$ cat src/rtl/txb_pkg.sv
package txb_pkg;

    // What the transmit shift register currently holds
    typedef enum logic [2:0] {
        SK_IDLE   = 3'd0,
        SK_DATA   = 3'd1,
        SK_CRC_LO = 3'd2,
        SK_CRC_HI = 3'd3,
        SK_FLAG   = 3'd4
    } shift_kind_e;

endpackage

$ cat src/rtl/txb_fifo.sv
module txb_fifo #(
    parameter int DEPTH = 4,
    parameter int DW    = 8,
    localparam int PTR_W = (DEPTH > 1) ? $clog2(DEPTH) : 1,
    localparam int CNT_W = $clog2(DEPTH + 1)
) (
    input  logic             clk,
    input  logic             rst_n,
    input  logic             clr,
    input  logic             push,
    input  logic [DW-1:0]    push_data,
    input  logic             pop,
    output logic [DW-1:0]    head,
    output logic [CNT_W-1:0] count,
    output logic             has_space,
    output logic             nonempty
);

    typedef struct packed {
        logic [DEPTH-1:0][DW-1:0] mem;
        logic [PTR_W-1:0]         rd;
        logic [PTR_W-1:0]         wr;
        logic [CNT_W-1:0]         cnt;
    } fifo_st_t;

    fifo_st_t q, d;

    function automatic logic [PTR_W-1:0] ptr_inc(input logic [PTR_W-1:0] p);
        return (p == PTR_W'(DEPTH - 1)) ? '0 : p + PTR_W'(1);
    endfunction

    always_comb begin
        d = q;
        if (clr) begin
            d.rd  = '0;
            d.wr  = '0;
            d.cnt = '0;
        end else begin
            if (push) begin
                d.mem[q.wr] = push_data;
                d.wr        = ptr_inc(q.wr);
            end
            if (pop) begin
                d.rd = ptr_inc(q.rd);
            end
            case ({push, pop})
                2'b10:   d.cnt = q.cnt + CNT_W'(1);
                2'b01:   d.cnt = q.cnt - CNT_W'(1);
                default: d.cnt = q.cnt;
            endcase
        end
    end

    always_ff @(posedge clk or negedge rst_n) begin
        if (!rst_n) q <= '0;
        else        q <= d;
    end

    assign head      = q.mem[q.rd];
    assign count     = q.cnt;
    assign has_space = (q.cnt < CNT_W'(DEPTH));
    assign nonempty  = (q.cnt != '0);

endmodule

$ cat src/rtl/txb_shifter.sv
module txb_shifter
    import txb_pkg::*;
#(
    parameter int DW = 8,
    localparam int BIT_W = $clog2(DW)
) (
    input  logic          clk,
    input  logic          rst_n,
    input  logic          clr,
    input  logic          bit_tick,
    input  logic          sync_mode,
    input  logic          crc_en,
    input  logic          fifo_nonempty,
    input  logic [DW-1:0] head,
    input  logic [2*DW-1:0] crc_bytes,
    input  logic [DW-1:0] flag_char,
    output logic          pop,
    output logic          flag_handoff,
    output logic          txd,
    output shift_kind_e   kind
);

    typedef struct packed {
        logic [DW-1:0]    sh;
        logic [BIT_W-1:0] cnt;
        shift_kind_e      kind;
    } shift_st_t;

    shift_st_t   q, d;
    logic        load;
    shift_kind_e nxt;
    logic [DW-1:0] nsh;

    // Choose what enters the shifter at the next load point
    always_comb begin
        if (q.kind == SK_CRC_LO)                         nxt = SK_CRC_HI;
        else if (q.kind == SK_CRC_HI)                    nxt = SK_FLAG;
        else if (fifo_nonempty)                          nxt = SK_DATA;
        else if (q.kind == SK_DATA && sync_mode && crc_en) nxt = SK_CRC_LO;
        else                                             nxt = SK_IDLE;

        case (nxt)
            SK_DATA:   nsh = head;
            SK_CRC_LO: nsh = crc_bytes[DW-1:0];
            SK_CRC_HI: nsh = crc_bytes[2*DW-1:DW];
            SK_FLAG:   nsh = flag_char;
            default:   nsh = '1;
        endcase
    end

    assign load = bit_tick && (q.kind == SK_IDLE || q.cnt == BIT_W'(DW - 1));

    always_comb begin
        d            = q;
        pop          = 1'b0;
        flag_handoff = 1'b0;
        if (clr) begin
            d.sh   = '1;
            d.cnt  = '0;
            d.kind = SK_IDLE;
        end else if (load) begin
            d.sh         = nsh;
            d.cnt        = '0;
            d.kind       = nxt;
            pop          = (nxt == SK_DATA);
            flag_handoff = (q.kind == SK_CRC_HI);
        end else if (bit_tick) begin
            d.sh  = {1'b1, q.sh[DW-1:1]};
            d.cnt = q.cnt + BIT_W'(1);
        end
    end

    always_ff @(posedge clk or negedge rst_n) begin
        if (!rst_n) q <= '{sh: '1, cnt: '0, kind: SK_IDLE};
        else        q <= d;
    end

    assign txd  = (q.kind == SK_IDLE) ? 1'b1 : q.sh[0];
    assign kind = q.kind;

endmodule

$ cat src/rtl/txb_irq.sv
module txb_irq #(
    parameter int DEPTH = 4,
    localparam int CNT_W = $clog2(DEPTH + 1)
) (
    input  logic             clk,
    input  logic             rst_n,
    input  logic             clr,
    input  logic             pop,
    input  logic             wr_accept,
    input  logic             wr_reject,
    input  logic [CNT_W-1:0] count,
    input  logic             tx_ie,
    input  logic             drain_mode,
    input  logic             flag_handoff,
    input  logic             crc_busy,
    input  logic             reset_cmd,
    output logic             ip,
    output logic             overflow,
    output logic             bad_end
);

    typedef struct packed {
        logic ip;
        logic ovf;
        logic bad;
    } irq_st_t;

    irq_st_t q, d;
    logic    fifo_evt;
    logic    set_evt;

    generate
        if (DEPTH == 1) begin : g_single
            // Only one event exists: the single entry moves to the shifter
            assign fifo_evt = pop && (count == CNT_W'(1));
        end else begin : g_fifo
            logic entry_evt;
            logic drain_evt;
            assign entry_evt = pop && (count == CNT_W'(DEPTH));
            assign drain_evt = pop && (count == CNT_W'(1)) && !wr_accept;
            assign fifo_evt  = drain_mode ? drain_evt : entry_evt;
        end
    endgenerate

    assign set_evt = tx_ie && (fifo_evt || flag_handoff);

    always_comb begin
        d = q;
        if (clr) begin
            d = '0;
        end else begin
            if (set_evt)                     d.ip = 1'b1;
            else if (wr_accept || reset_cmd) d.ip = 1'b0;
            if (wr_reject)                   d.ovf = 1'b1;
            if (wr_accept && crc_busy)       d.bad = 1'b1;
        end
    end

    always_ff @(posedge clk or negedge rst_n) begin
        if (!rst_n) q <= '0;
        else        q <= d;
    end

    assign ip       = q.ip;
    assign overflow = q.ovf;
    assign bad_end  = q.bad;

endmodule

$ cat src/rtl/tx_buffer_irq_ctrl.sv
module tx_buffer_irq_ctrl
    import txb_pkg::*;
#(
    parameter int DEPTH = 4,
    parameter int DW    = 8
) (
    input  logic            clk,
    input  logic            rst_n,
    input  logic            chan_reset_i,
    input  logic            wr_en_i,
    input  logic [DW-1:0]   wr_data_i,
    input  logic            bit_tick_i,
    input  logic            sync_mode_i,
    input  logic            crc_en_i,
    input  logic [2*DW-1:0] crc_bytes_i,
    input  logic [DW-1:0]   flag_char_i,
    input  logic            master_ie_i,
    input  logic            tx_ie_i,
    input  logic            drain_mode_i,
    input  logic            reset_txip_i,
    output logic            txd_o,
    output logic            buf_empty_o,
    output logic            tx_ip_o,
    output logic            irq_o,
    output logic            overflow_o,
    output logic            bad_end_o
);

    localparam int CNT_W = $clog2(DEPTH + 1);

    logic             has_space;
    logic             nonempty;
    logic [DW-1:0]    head;
    logic [CNT_W-1:0] count;
    logic             pop;
    logic             flag_handoff;
    logic             wr_accept;
    logic             wr_reject;
    logic             crc_busy;
    shift_kind_e      kind;

    assign wr_accept = wr_en_i && has_space  && !chan_reset_i;
    assign wr_reject = wr_en_i && !has_space && !chan_reset_i;
    assign crc_busy  = (kind == SK_CRC_LO) || (kind == SK_CRC_HI);

    txb_fifo #(.DEPTH(DEPTH), .DW(DW)) fifo_i (
        .clk       (clk),
        .rst_n     (rst_n),
        .clr       (chan_reset_i),
        .push      (wr_accept),
        .push_data (wr_data_i),
        .pop       (pop),
        .head      (head),
        .count     (count),
        .has_space (has_space),
        .nonempty  (nonempty)
    );

    txb_shifter #(.DW(DW)) shift_i (
        .clk           (clk),
        .rst_n         (rst_n),
        .clr           (chan_reset_i),
        .bit_tick      (bit_tick_i),
        .sync_mode     (sync_mode_i),
        .crc_en        (crc_en_i),
        .fifo_nonempty (nonempty),
        .head          (head),
        .crc_bytes     (crc_bytes_i),
        .flag_char     (flag_char_i),
        .pop           (pop),
        .flag_handoff  (flag_handoff),
        .txd           (txd_o),
        .kind          (kind)
    );

    txb_irq #(.DEPTH(DEPTH)) irq_i (
        .clk          (clk),
        .rst_n        (rst_n),
        .clr          (chan_reset_i),
        .pop          (pop),
        .wr_accept    (wr_accept),
        .wr_reject    (wr_reject),
        .count        (count),
        .tx_ie        (tx_ie_i),
        .drain_mode   (drain_mode_i),
        .flag_handoff (flag_handoff),
        .crc_busy     (crc_busy),
        .reset_cmd    (reset_txip_i),
        .ip           (tx_ip_o),
        .overflow     (overflow_o),
        .bad_end      (bad_end_o)
    );

    assign buf_empty_o = has_space;
    assign irq_o       = tx_ip_o && tx_ie_i && master_ie_i;

endmodule

$ cat config.mk
export PLATFORM = sky130hd
export DESIGN_NAME = tx_buffer_irq_ctrl
export DESIGN_NICKNAME = d
export VERILOG_FILES = /design/src/rtl/txb_pkg.sv /design/src/rtl/txb_fifo.sv /design/src/rtl/txb_shifter.sv /design/src/rtl/txb_irq.sv /design/src/rtl/tx_buffer_irq_ctrl.sv
export SDC_FILE = /design/constraint.sdc
export NUM_CORES = 1
export LEC_CHECK = 0
export ABC_AREA = 1
export BUFFER_PORTS_ARGS = -buffer_cell sky130_fd_sc_hd__clkbuf_2
export CORE_AREA = 2 2 104 131
export DETAILED_ROUTE_END_ITERATION = 10
export DIE_AREA = 0 0 106 133
export PLACE_DENSITY = 0.46
export SLEW_MARGIN = 20
export SYNTH_ARGS = -nofsm -noshare
export SYNTH_HDL_FRONTEND = slang
export SYNTH_SLANG_ARGS = --single-unit
$ cat constraint.sdc
create_clock -name clk -period 2.54 [get_ports clk]
set_input_delay 0.508 -clock clk [delete_from_list [all_inputs] [get_ports clk]]
set_output_delay 0.508 -clock clk [all_outputs]
set_load 0.01 [all_outputs]
==> summary.txt, run 1 <==
Outcome
  • Run status: finished, final reports clean

Cells and area
  • Fillers: 1411
  • Most common cell after layout, fill and taps aside: nand2_1
  • Fin nets: 497
  • Final Cell Area: 3705 µm²
  • Share of cells above drive strength 1: 0.2135
  • Fin util: 0.2851
  • Most frequent cells in the layout: 114 x nand2_1, 48 x dfrtp_1, 48 x clkbuf_2
  • Seq. cell area: 1411 µm²
  • Synth-to-layout area growth: 17.17%
  • Footprint of the multi-input gates: 1478 µm²
  • Layout Cells excl Fill: 616
  • ANT cells: 0

STA
  • Final Cycle Share: 0.7655
  • WHS: 0.1872 ns
  • Tmin final: 1.944 ns
  • Final setup viols: 0
  • Least-Margin Pin Slew: 0.5527 ns
  • Slew HR: 0.6315
  • Fmax: 514.3 MHz
  • Final hold viol count: 0
  • Final setup margin: 0.5956 ns
  • RSZ-0062 raised after global routing: no
  • Clock skew: 0.002706 ns
  • Setup TNS: 0 ns
  • Final slew viol count: 0

Detailed routing
  • Routed Antenna Nets: 0
  • Detailed Routing Iterations Pass 1: 4
  • DRC: 0
  • Vias: 2630
  • Final wirelength: 7362 µm
  • Number of DRC markers in iteration 0: 155
  • Routed WL per cell: 11.95 µm
  • Drt via density: 4.269

Floorplan
  • Die X: 106 µm
  • Core area: 13000 µm²
  • Die ar.: 14100 µm²
  • Num ports: 49
  • Row count: 47
  • Initial Util: 0.2433
  • Die height: 133 µm

Setup path
  • Crit-path cells: clkinv_1, nand2_1, nand3_1, nand3_1, nand3_1, nor3_2, nor2_1
  • Slowest stage delay, CP: 0.68 ns
  • Critical path endpoint category: flop
  • Crit path buf inv count: 1
  • Critical-path top delay cell: dfrtp_1
  • CP most frequent cell: nand3_1
  • Type of element launching the critical path: flop
  • CP top delay family: flip-flops
  • Data required time of the worst path: 2.77 ns
  • CP max FO: 18
  • Critical path type: reg2reg
  • CP arrival: 2.17 ns
  • Worst R2R Setup Slack: 0.60 ns

CTS
  • Post_cts resized: 0
  • Clk root buf: clkbuf_16
  • CTS tree: yes
  • Hold-fix buffers, CTS: 0
  • Worst-skew pair later-pin latency: 0.29 ns
  • Post-CTS setup buffers: 0
  • Clock buffer count from CTS: 5
  • H-tree levels: 2
  • Clk pin slew, worst setup/hold paths: 0.07 ns
  • CTS Sinks: 56
  • Clk buf depth: 2

Logic synthesis
  • Register area share after synthesis: 0.4464
  • Synth Flop Type: dfrtp_1
  • Syn Nets: 453
  • Flops & latches, synth: 56
  • Cells after Synth: 400
  • Synth unique cells: 34
  • Synth top area cells: dfrtp_1 38%, nand2_1 14%, nand3_1 7.4%, dfstp_2 6.6%, o21ai_0 6.6%
  • Post-synth EDFFs: 0
  • Yosys top cell area share: 0.3799
  • Netlist Area Pre-Place: 3162 µm²
  • Synth async-reset ratio: 1.000
  • Leading area contributor after synthesis: dfrtp_1
  • Syn_area_per_cell: 7.904 µm²
  • Yosys warns: 0

Power
  • Leakage: 1.785 nW
  • Peak VDD IR: 0.2869 mV
  • Tot Pwr: 3.504 mW
  • Power density cells: 945.7 nW/µm²

Global route
  • First-pass GRT wire length: 12740 µm
  • Vias in the first global route: 2609
  • Largest net degree at the start of global routing: 37
  • Antenna violations before repair: 0
  • Grt ovf: 0
  • GRT Util Overall: 0.1111

Placement
  • Final Wtd Congestion: 0.7422
  • Dpl ws: 0.6170 ns
  • Cell Area, Placed: 3556 µm²
  • Placed insts: 608
  • DPL Wire Length: 5819 µm
  • PortBufs: 48

Job
  • Max Cap Viol: 0

Min path
  • HP Class: in2async
cell families after synthesis:
group	share of synthesized area
buffers and inverters	0.08627
adder cells (fa/ha/maj)	0.03957
XOR/XNOR	0.008312
flip-flops	0.4464
AND/OR/NAND/NOR	0.2976
AO/OA/AOI/OAI	0.1219
area by class of cell:
class / count / share of cell area
Tap cell: 171 / 0.05775
Timing Repair Buffer: 50 / 0.07227
Sequential cell: 56 / 0.3810
Clock inverter: 2 / 0.002702
Clock buffer: 6 / 0.03749
Multi-Input combinational cell: 286 / 0.3989
Inverter: 45 / 0.04998
routing by layer:
layer	up-vias	part of all wire	track usage
met2	46	0.49	0.1925
met5	-	0	0
met3	5	0.028	0.01872
met1	1195	0.47	0.1385
li1	1384	-	-
met4	0	0.013	0.03947
power by group:
part,internal [mW],switching (mW),total (mW)
Combinational,0.489,0.840,1.33
Clock,0.390,0.310,0.699
Sequential,1.23,0.245,1.48
Yosys cell counts (3+ instances only):
library cell and n:
o21ai_1 8, o21ai_2 3, ha_1 10, dfstp_2 8, nor2_2 4, nand4_1 4, o21ai_0 42, dfrtp_1 48
inv_2 3, inv_1 38, xnor2_1 3, nor2_1 15, nand2_2 5, buf_6 3, nand2_1 114, nand2_4 5
nand3_1 47, buf_2 7, a21oi_1 12
final timing paths:
| kind | endpoint | startpoint | cells past startpoint |
|---|---|---|---|
| min in group clk | irq_i.ip$_DFFE_PN0P_ | tx_ie_i | 3 |
| max in group asynchronous | shift_i.q[13]$_DFFE_PN1P_ | rst_n | 2 |
| hold / removal | fifo_i.q[34]$_DFFE_PN0P_ | rst_n | 1 |
| hold reg to reg | shift_i.q[10]$_DFFE_PN1P_ | shift_i.q[10]$_DFFE_PN1P_ | 2 |
| setup reg to reg | shift_i.q[13]$_DFFE_PN1P_ | fifo_i.q[5]$_DFFE_PN0P_ | 7 |
| setup / recovery | shift_i.q[13]$_DFFE_PN1P_ | fifo_i.q[5]$_DFFE_PN0P_ | 7 |
state kept, by name, indices dropped and copies added (netlist names):
name,cells
shift_i.kind,3
shift_i.q,11
fifo_i.count,3
fifo_i.q,36
irq_i.bad_end,1
irq_i.ip,1
irq_i.overflow,1
No activity file was read; power rests on OpenSTA's default activity.
==> inputs of run 2 (changes only) <==
Settings changed: ABC_AREA 1 to 0, CORE_AREA 2 2 104 131 to 2 2 102 128, DIE_AREA 0 0 106 133 to 0 0 104 130.
Clock period 2.54 ns to 2 ns, I/O delays scaled along.
==> summary.txt, run 2 <==
Logic synthesis
  • Synth Flop Type: dfrtp_1 (unchanged)
  • Netlist Area Pre-Place: 3025 µm² (was 3162 µm²)
  • Syn Nets: 299 (was 453)
  • Top cells by count, synth: 48 x dfrtp_1, 41 x mux2_2, 18 x nor2_1 (was 114 x nand2_1, 48 x dfrtp_1, 47 x nand3_1)
  • Synth unique cells: 47 (was 34)
  • Leading area contributor after synthesis: dfrtp_1 (unchanged)
  • Flops & latches, synth: 56 (unchanged)
  • Register area share after synthesis: 0.4665 (was 0.4464)
  • Most common cell in the synthesized netlist: dfrtp_1 (was nand2_1)
  • Synth async-reset ratio: 1.000 (unchanged)
  • Yosys warns: 0 (unchanged)
  • Synth top area cells: dfrtp_1 40%, mux2_2 15%, dfstp_2 6.9%, mux4_2 6.0%, ha_1 4.1% (was dfrtp_1 38%, nand2_1 14%, nand3_1 7.4%, dfstp_2 6.6%, o21ai_0 6.6%)
  • Post-synth EDFFs: 0 (unchanged)
  • Yosys top cell area share: 0.3970 (was 0.3799)
  • Syn_area_per_cell: 12.30 µm² (was 7.904 µm²)
  • Cells after Synth: 246 (was 400)

Floorplan
  • Die ar.: 13520 µm² (was 14100 µm²)
  • Die X: 104 µm (was 106 µm)
  • Initial Util: 0.2434 (was 0.2433)
  • Die height: 130 µm (was 133 µm)
  • Num ports: 49 (unchanged)
  • Core area: 12430 µm² (was 13000 µm²)
  • Row count: 46 (was 47)

Detailed routing
  • Vias: 2159 (was 2630)
  • DRC: 0 (unchanged)
  • Number of DRC markers in iteration 0: 127 (was 155)
  • Drt via density: 4.633 (was 4.269)
  • Routed WL per cell: 15.46 µm (was 11.95 µm)
  • Routed Antenna Nets: 0 (unchanged)
  • Final wirelength: 7206 µm (was 7362 µm)
  • Detailed Routing Iterations Pass 1: 5 (was 4)

Setup path
  • CP max FO: 11 (was 18)
  • CP arrival: 1.50 ns (was 2.17 ns)
  • R2R depth: 6 (was 7)
  • Critical R2R Capture: shift_i.q[10]$_DFFE_PN1P_ (was shift_i.q[13]$_DFFE_PN1P_)
  • Critical path type: reg2out (was reg2reg)
  • Data required time of the worst path: 1.60 ns (was 2.77 ns)
  • R2r startpoint: fifo_i.count[1]$_DFFE_PN0P_ (was fifo_i.q[5]$_DFFE_PN0P_)
  • Critical path endpoint category: output port (was flop)
  • Type of element launching the critical path: flop (unchanged)
  • Worst R2R Setup Slack: 0.20 ns (was 0.60 ns)

Job
  • Max Cap Viol: 0 (unchanged)

Global route
  • M2 GR Usage: 0.1947 (was 0.1925)
  • Grt met3 use: 0.02348 (was 0.01872)
  • Grt ovf: 0 (unchanged)
  • GRT Util Overall: 0.1123 (was 0.1111)
  • First-pass GRT wire length: 11700 µm (was 12740 µm)
  • GR Layer Usage met1: 0.1411 (was 0.1385)
  • Antenna violations before repair: 0 (unchanged)
  • Grt peak-use layer: met2 (unchanged)
  • Largest net degree at the start of global routing: 57 (was 37)
  • Vias in the first global route: 2220 (was 2609)

Cells and area
  • Seq. cell area: 1411 µm² (unchanged)
  • ANT cells: 0 (unchanged)
  • Share of cells above drive strength 1: 0.4463 (was 0.2135)
  • Synth-to-layout area growth: 20.31% (was 17.17%)
  • Most frequent cells in the layout: 48 x dfrtp_1, 48 x clkbuf_2, 41 x mux2_2 (was 114 x nand2_1, 48 x dfrtp_1, 48 x clkbuf_2)
  • Footprint of the multi-input gates: 1480 µm² (was 1478 µm²)
  • Fin nets: 350 (was 497)
  • Biggest register: fifo_i.q (unchanged)
  • Top Registers: fifo_i.q x36, shift_i.q x11 (unchanged)
  • Fillers: 1309 (was 1411)
  • Number of flip-flops in the largest register: 36 (unchanged)
  • Layout Cells excl Fill: 466 (was 616)

STA
  • Final setup viols: 0 (unchanged)
  • Tmin final: 1.902 ns
  • Final hold viol count: 0 (unchanged)
  • Slew HR: 0.6657 (was 0.6315)
  • WHS: 0.07991 ns (was 0.1872 ns)
  • Final slew viol count: 0 (unchanged)
  • RSZ-0062 raised after global routing: no (unchanged)
  • Final Cycle Share: 0.9510
  • Setup TNS: 0 ns (unchanged)
  • Clock skew: 0.006455 ns (was 0.002706 ns)
  • Fmax: 525.8 MHz
  • Final setup margin: 0.09799 ns (was 0.5956 ns)
  • Least-Margin Pin Slew: 0.4977 ns (was 0.5527 ns)

Outcome
  • Run status: finished, final reports clean (unchanged)

CTS
  • Clock buffer count from CTS: 5 (unchanged)
  • CTS Sinks: 56 (unchanged)
  • Clk buf depth: 2 (unchanged)
  • H-tree levels: 2 (unchanged)
  • Clk pin slew, worst setup/hold paths: 0.08 ns (was 0.07 ns)
  • Clk root buf: clkbuf_16 (unchanged)
  • Worst-skew pair later-pin latency: 0.30 ns (was 0.29 ns)
  • CTS tree: yes (unchanged)

Power
  • Combinational share of power: 0.368 (was 0.379)
  • Power density cells: 1180 nW/µm² (was 945.7 nW/µm²)
  • Net Sw Frac: 0.3259 (was 0.3979)
  • Net switching power figure: 1.400 mW (was 1.394 mW)
  • Peak VDD IR: 0.4074 mV (was 0.2869 mV)
  • Power share of the clock group: 0.215 (was 0.200)
  • Tot Pwr: 4.296 mW (was 3.504 mW)
  • P_int: 2.896 mW (was 2.110 mW)
  • Sequential Power Share: 0.417 (was 0.421)
  • Leakage: 1.608 nW (was 1.785 nW)

Min path
  • HP Class: in2async (unchanged)

Placement
  • DPL Wire Length: 5277 µm (was 5819 µm)
  • Dpl ws: 0.2083 ns (was 0.6170 ns)
  • Placed insts: 458 (was 608)
  • Final Wtd Congestion: 0.7823 (was 0.7422)
  • PortBufs: 48 (unchanged)
## run 2: cell types whose count changed after synthesis, sizes merged, moves of 5 or more
cell	before	now
a222oi	0	8
mux4	0	8
nand3	48	1
o21ai	53	2
nand2	124	6
mux2	0	41
inv	42	12
a32oi	0	5
## run 2: what timing repair did
| item | in CTS | in global routing |
|---|---|---|
| endpoints found under the setup margin | 1 | 0 |
| resized for setup | 1 | 0 |
| buffers inserted | 0 | 0 |
| hold buffers | 0 | 0 |
## run 2: metal layers
layer | vias to the layer above | wire (µm)
li1 | 1010 | -
met1 | 1103 | 3195
met2 | 42 | 3674
met3 | 4 | 269
met4 | 0 | 66
met5 | - | 0
## run 2: worst max-delay path by stage
stage / from / end / slack, ns / cells after the start
5_1_grt: shift_i.kind[0]$_DFFE_PN0P_ / txd_o / 0.02 / 3
3_3_place_gp: fifo_i.count[0]$_DFFE_PN0P_ / shift_i.q[12]$_DFFE_PN1P_ / 0.25 / 6
4_1_cts: shift_i.kind[0]$_DFFE_PN0P_ / txd_o / 0.07 / 3
6_report: shift_i.kind[0]$_DFFE_PN0P_ / txd_o / 0.1 / 3
3_5_place_dp: fifo_i.count[1]$_DFFE_PN0P_ / shift_i.q[11]$_DFFE_PN1P_ / 0.21 / 6
2_1_floorplan: fifo_i.count[0]$_DFFE_PN0P_ / shift_i.q[10]$_DFFE_PN1P_ / 0.39 / 7
## run 2: through the flow
step	cell area, µm²	util
floorplan	3025	-
global placement	3485	0.2803
detailed placement	3485	0.2803
CTS	3640	0.2928
global route	3640	0.2928
finish	3640	0.2928
## run 2: worst max-delay path, cell delays in order (launching register included)
cell and delay (ns):
dfrtp_1 0.52, or3_4 0.47, nand2b_1 0.09, clkbuf_2 0.13
## run 2: layout make-up
cell class                 count  area share
clock buffer                   5     0.03438
timing repair buffer          60     0.09419
tap                          168     0.05775
clock inverter                 3    0.006875
sequential                    56      0.3878
inverter                      12     0.01238
multi-input combinational    162      0.4067
## run 2: kinds of logic (layout without fill, tap and decap cells)
group	after synthesis	after routing	synth area share
buf+inv	28	80	0.04590
fa+ha+maj	10	10	0.04136
simple gates	54	54	0.1063
flops	56	56	0.4665
compound gates	42	42	0.1059
mux	53	53	0.2254
xor+xnor	3	3	0.008686
## run 2: power by group through the flow
stage	combinational (mW)	sequential, mW	clock (mW)
2_1_floorplan	1.27	1.72	0
3_3_place_gp	1.56	1.81	0
3_5_place_dp	1.59	1.82	0
4_1_cts	1.60	1.80	0.970
5_1_grt	1.75	1.85	1.01
6_report	1.58	1.79	0.925
